## src/rtl/scan_pkg.sv

```systemverilog
// Shared mode encoding for the serial token and configuration chain.
package scan_pkg;
    typedef enum logic [1:0] {
        MODE_RUN   = 2'b00,
        MODE_ALIVE = 2'b01,
        MODE_CFG   = 2'b10,
        MODE_HOLD  = 2'b11
    } scan_mode_e;
endpackage

```

## src/rtl/alive_cell.sv

```systemverilog
// One-bit module-health flag loaded from the serial path.
// Assumes load_en is asserted only during the Alive pass.
module alive_cell (
    input  logic clk,
    input  logic rst_n,
    input  logic load_en,
    input  logic d,
    output logic q
);
    // Capture the serial bit while loading, hold otherwise.
    always_ff @(posedge clk) begin
        if (!rst_n)
            q <= 1'b0;
        else if (load_en)
            q <= d;
    end
endmodule

```

## src/rtl/cfg_shreg.sv

```systemverilog
// Configuration shift register: serial in at bit 0, serial out at the top bit.
// Assumes W >= 2.
module cfg_shreg #(
    parameter int W = 8
) (
    input  logic         clk,
    input  logic         rst_n,
    input  logic         shift_en,
    input  logic         d,
    output logic [W-1:0] q
);
    // Shift one place toward the top bit when enabled.
    always_ff @(posedge clk) begin
        if (!rst_n)
            q <= '0;
        else if (shift_en)
            q <= {q[W-2:0], d};
    end
endmodule

```

## src/rtl/token_walker.sv

```systemverilog
// Local token: captures the global token, walks a one-hot pointer across
// NPIX pixels one per clock, then emits a one-cycle token pulse.
// Assumes NPIX >= 2; run_en low clears all state.
module token_walker #(
    parameter int NPIX = 64
) (
    input  logic            clk,
    input  logic            rst_n,
    input  logic            run_en,
    input  logic            tok_in,
    output logic [NPIX-1:0] ptr,
    output logic            tok_out
);
    logic holding;
    assign holding = |ptr;

    // Pointer: load pixel 0 on capture, shift up while held, clear past the end.
    always_ff @(posedge clk) begin
        if (!rst_n || !run_en)
            ptr <= '0;
        else if (holding)
            ptr <= {ptr[NPIX-2:0], 1'b0};
        else if (tok_in)
            ptr <= {{(NPIX-1){1'b0}}, 1'b1};
    end

    // Forward the token on the clock after the last pixel.
    always_ff @(posedge clk) begin
        if (!rst_n || !run_en)
            tok_out <= 1'b0;
        else
            tok_out <= ptr[NPIX-1];
    end
endmodule

```

## src/rtl/scan_token_node.sv

```systemverilog
// Per-chip node on the shared serial path.
// Mode 01 loads the Alive bit (always in chain). Mode 10 loads the
// configuration word through good chips and bypasses faulty ones.
// Mode 00 passes the video token; mode 11 holds.
// Assumes a single token circulates in run mode.
module scan_token_node #(
    parameter int NPIX      = 64,
    parameter int COL_AW    = 6,
    parameter int TREE_LVLS = 14
) (
    input  logic                 clk,
    input  logic                 rst_n,
    input  logic [1:0]           mode,
    input  logic                 scan_in,
    output logic                 scan_out,
    output logic                 chip_sel,
    output logic [NPIX-1:0]      pix_sel,
    output logic                 alive,
    output logic                 red_row_en,
    output logic                 red_col_en,
    output logic [COL_AW-1:0]    red_col_addr,
    output logic [TREE_LVLS-1:0] tree_path
);
    import scan_pkg::*;

    localparam int COL_LO = 2;
    localparam int COL_HI = COL_LO + COL_AW - 1;
    localparam int TRE_LO = COL_HI + 1;
    localparam int CFG_W  = TRE_LO + TREE_LVLS;

    scan_mode_e      md;
    logic [CFG_W-1:0] cfg_q;
    logic            tok_q;
    logic            run_en;

    assign md     = scan_mode_e'(mode);
    assign run_en = alive && (md == MODE_RUN);

    alive_cell u_alive (
        .clk     (clk),
        .rst_n   (rst_n),
        .load_en (md == MODE_ALIVE),
        .d       (scan_in),
        .q       (alive)
    );

    cfg_shreg #(.W(CFG_W)) u_cfg (
        .clk      (clk),
        .rst_n    (rst_n),
        .shift_en (alive && (md == MODE_CFG)),
        .d        (scan_in),
        .q        (cfg_q)
    );

    token_walker #(.NPIX(NPIX)) u_walk (
        .clk     (clk),
        .rst_n   (rst_n),
        .run_en  (run_en),
        .tok_in  (scan_in),
        .ptr     (pix_sel),
        .tok_out (tok_q)
    );

    assign chip_sel     = |pix_sel;
    assign red_row_en   = cfg_q[0];
    assign red_col_en   = cfg_q[1];
    assign red_col_addr = cfg_q[COL_HI:COL_LO];
    assign tree_path    = cfg_q[CFG_W-1:TRE_LO];

    // Route the serial path according to mode and module health.
    always_comb begin
        unique case (md)
            MODE_RUN:   scan_out = alive ? tok_q : scan_in;
            MODE_ALIVE: scan_out = alive;
            MODE_CFG:   scan_out = alive ? cfg_q[CFG_W-1] : scan_in;
            default:    scan_out = 1'b0;
        endcase
    end
endmodule

```

## config.mk

```make
export PLATFORM = sky130hd
export DESIGN_NAME = scan_token_node
export DESIGN_NICKNAME = d
export VERILOG_FILES = /design/src/rtl/scan_pkg.sv /design/src/rtl/alive_cell.sv /design/src/rtl/cfg_shreg.sv /design/src/rtl/token_walker.sv /design/src/rtl/scan_token_node.sv
export SDC_FILE = /design/constraint.sdc
export NUM_CORES = 1
export LEC_CHECK = 0
export ABC_CLOCK_PERIOD_IN_PS = 3200
export CAP_MARGIN = 20
export CELL_PAD_IN_SITES_DETAIL_PLACEMENT = 1
export CELL_PAD_IN_SITES_GLOBAL_PLACEMENT = 2
export CORE_MARGIN = 10
export CORE_UTILIZATION = 30
export DETAILED_ROUTE_END_ITERATION = 8
export PLACE_DENSITY_LB_ADDON = 0.1
export SETUP_SLACK_MARGIN = 0.05
export SYNTH_ARGS = -nofsm -noshare
export SYNTH_HDL_FRONTEND = slang
export SYNTH_HIERARCHICAL = 1
export SYNTH_SLANG_ARGS = --single-unit
```

## constraint.sdc

```tcl
create_clock -name clk -period 3.2 [get_ports clk]
set_clock_uncertainty 0.15 [all_clocks]
set_input_delay 0.64 -clock clk [delete_from_list [all_inputs] [get_ports clk]]
set_output_delay 0.64 -clock clk [all_outputs]
set_load 0.02 [all_outputs]
```

* After elaboration in Yosys (flattened, before gate mapping)
Cells that the tools add are included.
** Cells by class
- Mux-type cells :: 5
- Equal/unequal tests :: 2
- Reduce and logical (&&, ||, !) cells :: 9
** Operators by type and width (number)
- $mux 64 :: 2
- $reduce_or 65->1 :: 1
- $reduce_or 64->1 :: 1
- $pmux 1 s3 :: 1
- $eq 2x1->1 const B :: 1
- $eq 2x2->1 const B :: 1
- $logic_and 1x1->1 :: 2
- $logic_not 1->1 :: 2
- $logic_not 2->1 :: 1
- $mux 1 :: 2
- $reduce_bool 2->1 :: 1
- $logic_or 1x1->1 :: 1
** Storage, ports and cells
- Output and inout bits :: 89
- Logic and storage cells :: 21
- Register bits :: 88

* Logic depth before layout (Yosys ltp)
Gate-level depths: netlist (run 1).
- Depth in word-level cells :: 5
- Gate-level depth with buffers :: 5
- Gate-level depth less buffers :: 5

* Modules after synthesis
Netlist (run 1), hierarchy kept.
** Modules (own cells, without submodules)
- token_walker :: times used 1, seq. area each 1301.2 µm², cells each 169, area each 1921.8 µm²
- cfg_shreg :: times used 1, seq. area each 440.4 µm², cells each 71, area each 857.1 µm²
- scan_token_node :: times used 1, seq. area each 0.0 µm², cells each 29, area each 192.7 µm²
- alive_cell :: times used 1, seq. area each 20.0 µm², cells each 3, area each 36.3 µm²

* Worst setup path before layout (run 1)
OpenSTA, ideal clock, no wires.
- Path type :: register to output
- Start :: register u_walk.ptr[0]
- End :: output chip_sel
- Setup slack :: 1.011 ns
- Cell stages (with the launch flop) :: 4
- Data required time :: 2.410 ns
- Arrival time :: 1.399 ns
- Path through :: dfxtp_1 nor4_1 nand4_1 or4_1
** On the way
- Longest elaborated chain between the ends :: 1
** Ends and longest elaborated chain
- from (decl) :: line token_walker.sv:11 : output logic [NPIX-1:0] ptr,
- from (signal assigned) :: line token_walker.sv:22 : ptr <= {ptr[NPIX-2:0], 1'b0};
- from (signal assigned) :: line token_walker.sv:24 : ptr <= {{(NPIX-1){1'b0}}, 1'b1};
- $reduce_or 64->1 :: line scan_token_node.sv:64 : assign chip_sel = |pix_sel;
- to (decl) :: line scan_token_node.sv:16 : output logic chip_sel,
No other way between the ends.

* Worst setup path after layout (run 1)
- Start :: input mode[0]
- End :: output scan_out
** On the way
- Longest elaborated chain between the ends :: 2
- Elaborated cells between the ends (all ways) :: 4
** Ends and longest elaborated chain
- from (decl) :: line scan_token_node.sv:13 : input logic [1:0] mode,
- $eq 2x2->1, or another cell as far along :: line scan_token_node.sv:72 : unique case (md)
- $pmux 1 s3 * :: line scan_token_node.sv:72
- to (decl) :: line scan_token_node.sv:15 : output logic scan_out,
Every way passes the cells marked *; elsewhere a longest branch is shown, timed or not.

==> flow_summary_export.csv, run 1 <==
group,metric,value,unit
critical_path,r2r-start,"u_alive/q",
flow_run,maxCapViolations,0,
layout,area_growth,42.1,%
pwr,power_density,485,nW/um^2
floorplan,initial_core_util,0.308,
global_routing,grt_pass1_vias,2581,
global_routing,grt_max_degree,88,
hold_path,hold_path.class,"reg -> reg",
cts,htreeDepth,3,
layout,diodes,0,
hold_path,min_from,"u_walk/ptr[48]",
routing,vias,2407,
timing,slew_viol_final,0,
timing,period_share,0.933,
floorplan,core,9770,sq um
synth,syn_nets,277,
global_routing,grtUsageMet2,0.196,
cts,cts_made_buffers,9,
synth,synth_compound_area_frac,0.00416,
floorplan,die-area,14400,sq um
routing,wl_per_cell,18.5,microns
layout,final_nets,367,
critical_path,crit_chain,"clkdlybuf4s50_1 -> nand2b_1 -> a21oi_1 -> a21o_1 -> clkdlybuf4s50_1",
synth,yosysUniqueCellTypes,23,
global_routing,grtUsageTotal,0.129,
synth,synth_edf_count,0,
timing,clock.fmax,0.335,GHz
critical_path,crit_end,"scan_out",
pwr,internal-power,1.65,mW
pwr,vdd_ir_drop_max,0.185,mV
timing,relSlewSlack,0.539,
synth,synth_top_family_by_area,"simple AND/OR/NAND/NOR gates",
cts,cts_max_path_buffers,2,
critical_path,worstPathMaxFanout,6,
pwr,power,2.07,mW
routing,drt_iter0_drc,132,
synth,synth-async-reset-ratio,0,
pwr,p_comb_frac,0.022,
global_routing,grtUsageMet3,0.0563,
synth,synth_xor_area_frac,0,
synth,ys_seq_area_frac,0.586,
global_routing,overflow,0,
floorplan,die_h,120,microns
timing,setup-violations-final,0,
synth,netlist_area,3010,sq um
floorplan,ios,94,
synth,syn-instance-count,272,
synth,yosys.area.top_type_share,0.586,
critical_path,cp.depth,5,
pwr,seqPwrFrac,0.529,
floorplan,die_x,120,microns
synth,synth_top_area_cell,"dfxtp_1",
place,place_congestion,0.738,
critical_path,timing.rr.end,"u_walk/ptr[0]",
synth,ys_top_cells_by_count,"dfxtp_1 (88), and3_1 (63), nor4_1 (29)",
critical_path,required,2.41,ns
run_status,status,"finished clean",
synth,avgSynthCellArea,11.1,sq um
critical_path,crit_top_cell,"clkdlybuf4s50_1",
layout,stdcell_area,4270,sq um
pwr,power_frac_clock,0.449,
routing,viasPerCell,4.81,
critical_path,critPathKind,"in -> out",
cts,postCtsHoldBufs,0,
routing,ant_nets,0,
synth,yosys_register_bits,88,
global_routing,busiest_layer,"met2",
cts,cts_tree,"yes",
critical_path,reg2reg_depth,5,
critical_path,cp_slowest_cell,"clkdlybuf4s50_1",
critical_path,crit_arrival,2.20,ns
timing,rsz0062_at_grt,"false",
critical_path,critical-path-top-delay-family,"buffers and inverters",
synth,synth_fa_ha_area_frac,0,
pwr,switching_share,0.201,
layout,fill_cells,1090,
timing,fin_setup_tns,0,ns
layout,drive_gt1_frac,0.0708,
routing,routed_wl,9250,microns
synth,synth_simple_gate_area_frac,0.296,
cts,cts-root-buf,"clkbuf_8",
timing,hold_violations,0,
timing,worst_pin_slew,0.691,ns
cts,clock-sinks,88,
pwr,p_leak,1.77,nW
place,io_buffer_count,93,
global_routing,antenna_found_initial,0,
synth,ys.flop_type,"dfxtp_1",
cts,cts.clk_slew.worst_paths,0.09,ns
place,dp_hpwl,6510,microns
synth,yosysMostFrequentCell,"dfxtp_1",
routing,drtPass1Iterations,5,
synth,yosys_warnings,6,
synth,synthTopCellsByArea,"dfxtp_1 (59%), and3_1 (13%), mux2i_1 (7.7%)",
global_routing,grt_pass1_wl,14800,microns
critical_path,start_kind,"primary input",
timing,fin_crit,2.99,ns
place,dpl_cell_area,4030,sq um
critical_path,r2r_setup_slack,1.54,ns
cts,insertion_delay,0.34,ns
critical_path,worstSetupEndpointType,"primary output",
routing,drc,0,
critical_path,max_stage_delay,0.60,ns
critical_path,crit_start,"mode[0]",
critical_path,cp_num_buf_inv,2,
floorplan,rows,36,
global_routing,grtUsageMet1,0.157,
pwr,switchingPower,0.417,mW
synth,synthMuxAreaShare,0.0765,
-- per-stage QoR --
step                hold slack [ns]  instances  utilization  setup WS, ns
floorplan                     0.432        272            -          1.01
detailed placement            0.357        484        0.412         0.200
global route                  0.388        500        0.437         0.163
finish                        0.370        500        0.437         0.214
global placement              0.349        484        0.412         0.257
CTS                           0.370        500        0.437         0.203
-- power by group through the flow --
stage               logic [mW]  registers [mW]  clock network [mW]
floorplan               0.0289            1.12                   0
global placement        0.0465            1.12                   0
detailed placement      0.0467            1.12                   0
CTS                     0.0468            1.10               0.957
global route            0.0498            1.10                1.01
finish                  0.0458            1.10               0.929
-- registers in the layout, summed over array words and instances, names as in the netlist --
name            flops
u_walk/ptr         64
u_cfg/q            22
u_alive/q           1
u_walk/tok_out      1
-- layout by cell type (no fill, tap or decap), types with 3 or more instances in the layout --
cell             netlist  layout
and3_1                63      63
buf_4                  0       5
bufinv_16              0       3
clkbuf_8               0      10
clkdlybuf4s50_1        0      91
dfxtp_1               88      88
mux2i_1               23      23
nand4_1                7       7
nor2b_1               24      24
nor3_1                 3       3
nor4_1                29      29
-- worst reg2reg max path: stages, from the launching register on --
cell	delay, ns
dfxtp_1	0.41
nor3b_2	0.24
nand2_1	0.11
nor3_1	0.19
nand4_1	0.20
nor4b_2	0.28
-- logic make-up after synthesis --
| kind of cell | after synthesis |
|---|---|
| flops | 88 |
| buf+inv | 19 |
| mux | 23 |
| compound gates | 2 |
| simple gates | 140 |
-- area by class of cell --
cell class                 count  area (sq um)  share of cell area
sequential                    88          1760               0.412
multi-input combinational    165          1140               0.266
timing repair buffer          98           962               0.225
tap                          133           166              0.0389
clock buffer                  11           141              0.0331
clock inverter                 5           104              0.0243
-- timing repair --
action,4_1_cts,5_1_grt
resized for setup,1,0
endpoints found under the setup margin,1,0
setup buffers,0,0
-- per-layer routing --
metal / vias to the layer above / wire [microns]
met1: 1170 / 4290
li1: 1167 / -
met2: 63 / 4120
met4: 0 / 103
met3: 7 / 739
met5: - / 0
-- worst min path at each step --
| stage | end | slack [ns] | cells past startpoint |
|---|---|---|---|
| after floorplan | u_walk/ptr[14] | 0.43 | 1 |
| after global placement | u_walk/ptr[49] | 0.35 | 1 |
| after detailed placement | u_walk/ptr[49] | 0.36 | 1 |
| after CTS | u_walk/ptr[11] | 0.37 | 1 |
| after global routing | u_walk/ptr[61] | 0.39 | 1 |
| final | u_walk/ptr[49] | 0.37 | 1 |
Note: power is estimated with default switching activity, not from simulation.
==> inputs of run 2 (changes only) <==
==> constraint.sdc (replaced) <==
create_clock -name clk -period 3.2 [get_ports clk]
set_clock_uncertainty 0.15 [all_clocks]
set_input_delay 0.48 -clock clk [delete_from_list [all_inputs] [get_ports clk]]
set_output_delay 0.48 -clock clk [all_outputs]
set_load 0.02 [all_outputs]
==> flow_summary_export.csv, run 2 (synthesized netlist as in run 1, its figures left out) <==
group,metric,value,unit
pwr,p_leak,1.74,nW
timing,slew_viol_final,0,
global_routing,grtUsageMet3,0.0600,
critical_path,worstSetupEndpointType,"primary output",
routing,viasPerCell,4.83,
pwr,power_density,460,nW/um^2
floorplan,ios,94,
critical_path,crit_chain,"nor4_1 -> nand4_1 -> or4_1 -> clkdlybuf4s50_1",
flow_run,maxCapViolations,0,
floorplan,rows,36,
global_routing,grt_max_degree,65,
routing,drt_iter0_drc,110,
critical_path,cp_slowest_cell,"clkdlybuf4s50_1",
timing,fin_setup_tns,0,ns
global_routing,grtUsageMet1,0.155,
cts,clock-sinks,88,
timing,hold_violations,0,
critical_path,start_kind,"flop",
layout,stdcell_count,498,
timing,period_share,0.925,
place,place_congestion,0.727,
routing,ant_nets,0,
routing,wl_per_cell,18.6,microns
layout,area_growth,40.3,%
layout,diodes,0,
critical_path,max_stage_delay,0.57,ns
layout,final_nets,365,
layout,utilization,0.432,
global_routing,antenna_found_initial,0,
timing,setup-violations-final,0,
cts,cts-root-buf,"clkbuf_8",
place,io_buffer_count,93,
layout,drive_gt1_frac,0.0658,
layout,seq_area,1760,sq um
cts,cts_made_buffers,9,
timing,fin_crit,2.96,ns
global_routing,grt_pass1_vias,2615,
critical_path,critPathKind,"reg -> out",
layout,multi_input_area,1140,sq um
global_routing,grtUsageTotal,0.128,
routing,drtPass1Iterations,4,
critical_path,required,2.57,ns
floorplan,die_h,120,microns
run_status,status,"finished clean",
routing,routed_wl,9260,microns
floorplan,die-area,14400,sq um
floorplan,initial_core_util,0.308,
cts,htreeDepth,3,
timing,clock.fmax,0.338,GHz
cts,insertion_delay,0.34,ns
timing,whs,0.364,ns
layout,reg_top3,"u_walk/ptr: 64 flops, u_cfg/q: 22 flops",
place,dp.cells,482,
pwr,vdd_ir_drop_max,0.200,mV
global_routing,grt_pass1_wl,14700,microns
global_routing,overflow,0,
place,dp_hpwl,6560,microns
cts,cts_tree,"yes",
critical_path,crit_arrival,2.33,ns
timing,rsz0062_at_grt,"false",
hold_path,hold_path.class,"reg -> reg",
floorplan,core,9770,sq um
routing,vias,2403,
cts,post_cts_buffers,0,
timing,worst_pin_slew,0.530,ns
global_routing,grtUsageMet2,0.195,
cts,cts_max_path_buffers,2,
critical_path,worstPathMaxFanout,4,
layout,layout_commonest_cell,"clkdlybuf4s50_1",
timing,relSlewSlack,0.646,
cts,cts_resized,0,
cts,cts.clk_slew.worst_paths,0.09,ns
floorplan,die_x,120,microns
layout,largest_register,"u_walk/ptr",
layout,fill_cells,1105,
layout,final_cell_mix,"clkdlybuf4s50_1 (92), dfxtp_1 (88), and3_1 (63)",
global_routing,busiest_layer,"met2",
critical_path,critical-path-top-delay-family,"simple AND/OR/NAND/NOR gates",
critical_path,cp_num_buf_inv,1,
layout,largest_reg_flops,64,
cts,postCtsHoldBufs,0,
routing,drc,0,
## run 2: changes by cell type in the layout (fill, tap and decap cells not counted)
cell and change:
bufinv_16 -2, buf_4 -2, clkbuf_8 +1, dlygate4sd2_1 -1
clkinv_4 +1, clkdlybuf4s50_1 +1
## run 2: routing by layer
layer / wire length [microns] / vias up
li1: - / 1162
met1: 4190 / 1169
met2: 4150 / 65
met3: 847 / 7
met4: 71 / 0
met5: 0 / -
## run 2: final cells by class
cell class                 instances  area share
tap                              133      0.0394
multi-input combinational        165       0.269
clock inverter                     4      0.0124
sequential                        88       0.417
clock buffer                      12      0.0368
timing repair buffer              96       0.225
## run 2: worst paths after layout
check	start	to	slack (ns)	cells after the start
max	u_walk/ptr[41]	chip_sel	0.24	4
min	u_walk/ptr[21]	u_walk/ptr[22]	0.36	1
max reg2reg	u_alive/q	u_walk/ptr[56]	1.54	3
min reg2reg	u_walk/ptr[21]	u_walk/ptr[22]	0.36	1
## run 2: through the flow
| step | worst slack (ns) | instance area [sq um] | total power [mW] |
|---|---|---|---|
| 3_5_place_dp | 0.527 | 4010 | 1.17 |
| 4_1_cts | 0.191 | 4220 | 1.97 |
| 2_1_floorplan | 1.17 | 3010 | 1.15 |
| 3_3_place_gp | 0.567 | 4010 | 1.17 |
| 6_report | 0.240 | 4220 | 1.94 |
| 5_1_grt | 0.0941 | 4220 | 2.02 |
## run 2: power breakdown
| part | internal, mW | total (mW) | switching, mW | leakage, nW |
|---|---|---|---|---|
| sequential | 1.09 | 1.10 | 0.00109 | 0.708 |
| combinational | 0.0175 | 0.0452 | 0.0277 | 0.924 |
| clock | 0.406 | 0.801 | 0.395 | 0.107 |
==> inputs of run 3 (changes only) <==
--- a/config.mk
+++ b/config.mk
@@ -13,7 +13,7 @@
 export CORE_UTILIZATION = 30
 export DETAILED_ROUTE_END_ITERATION = 8
 export PLACE_DENSITY_LB_ADDON = 0.1
-export SETUP_SLACK_MARGIN = 0.05
+export SETUP_SLACK_MARGIN = 0.02
 export SYNTH_ARGS = -nofsm -noshare
 export SYNTH_HDL_FRONTEND = slang
 export SYNTH_HIERARCHICAL = 1
==> results of run 3 <==
The final DEF is identical to that of run 2; final timing and power are the same.
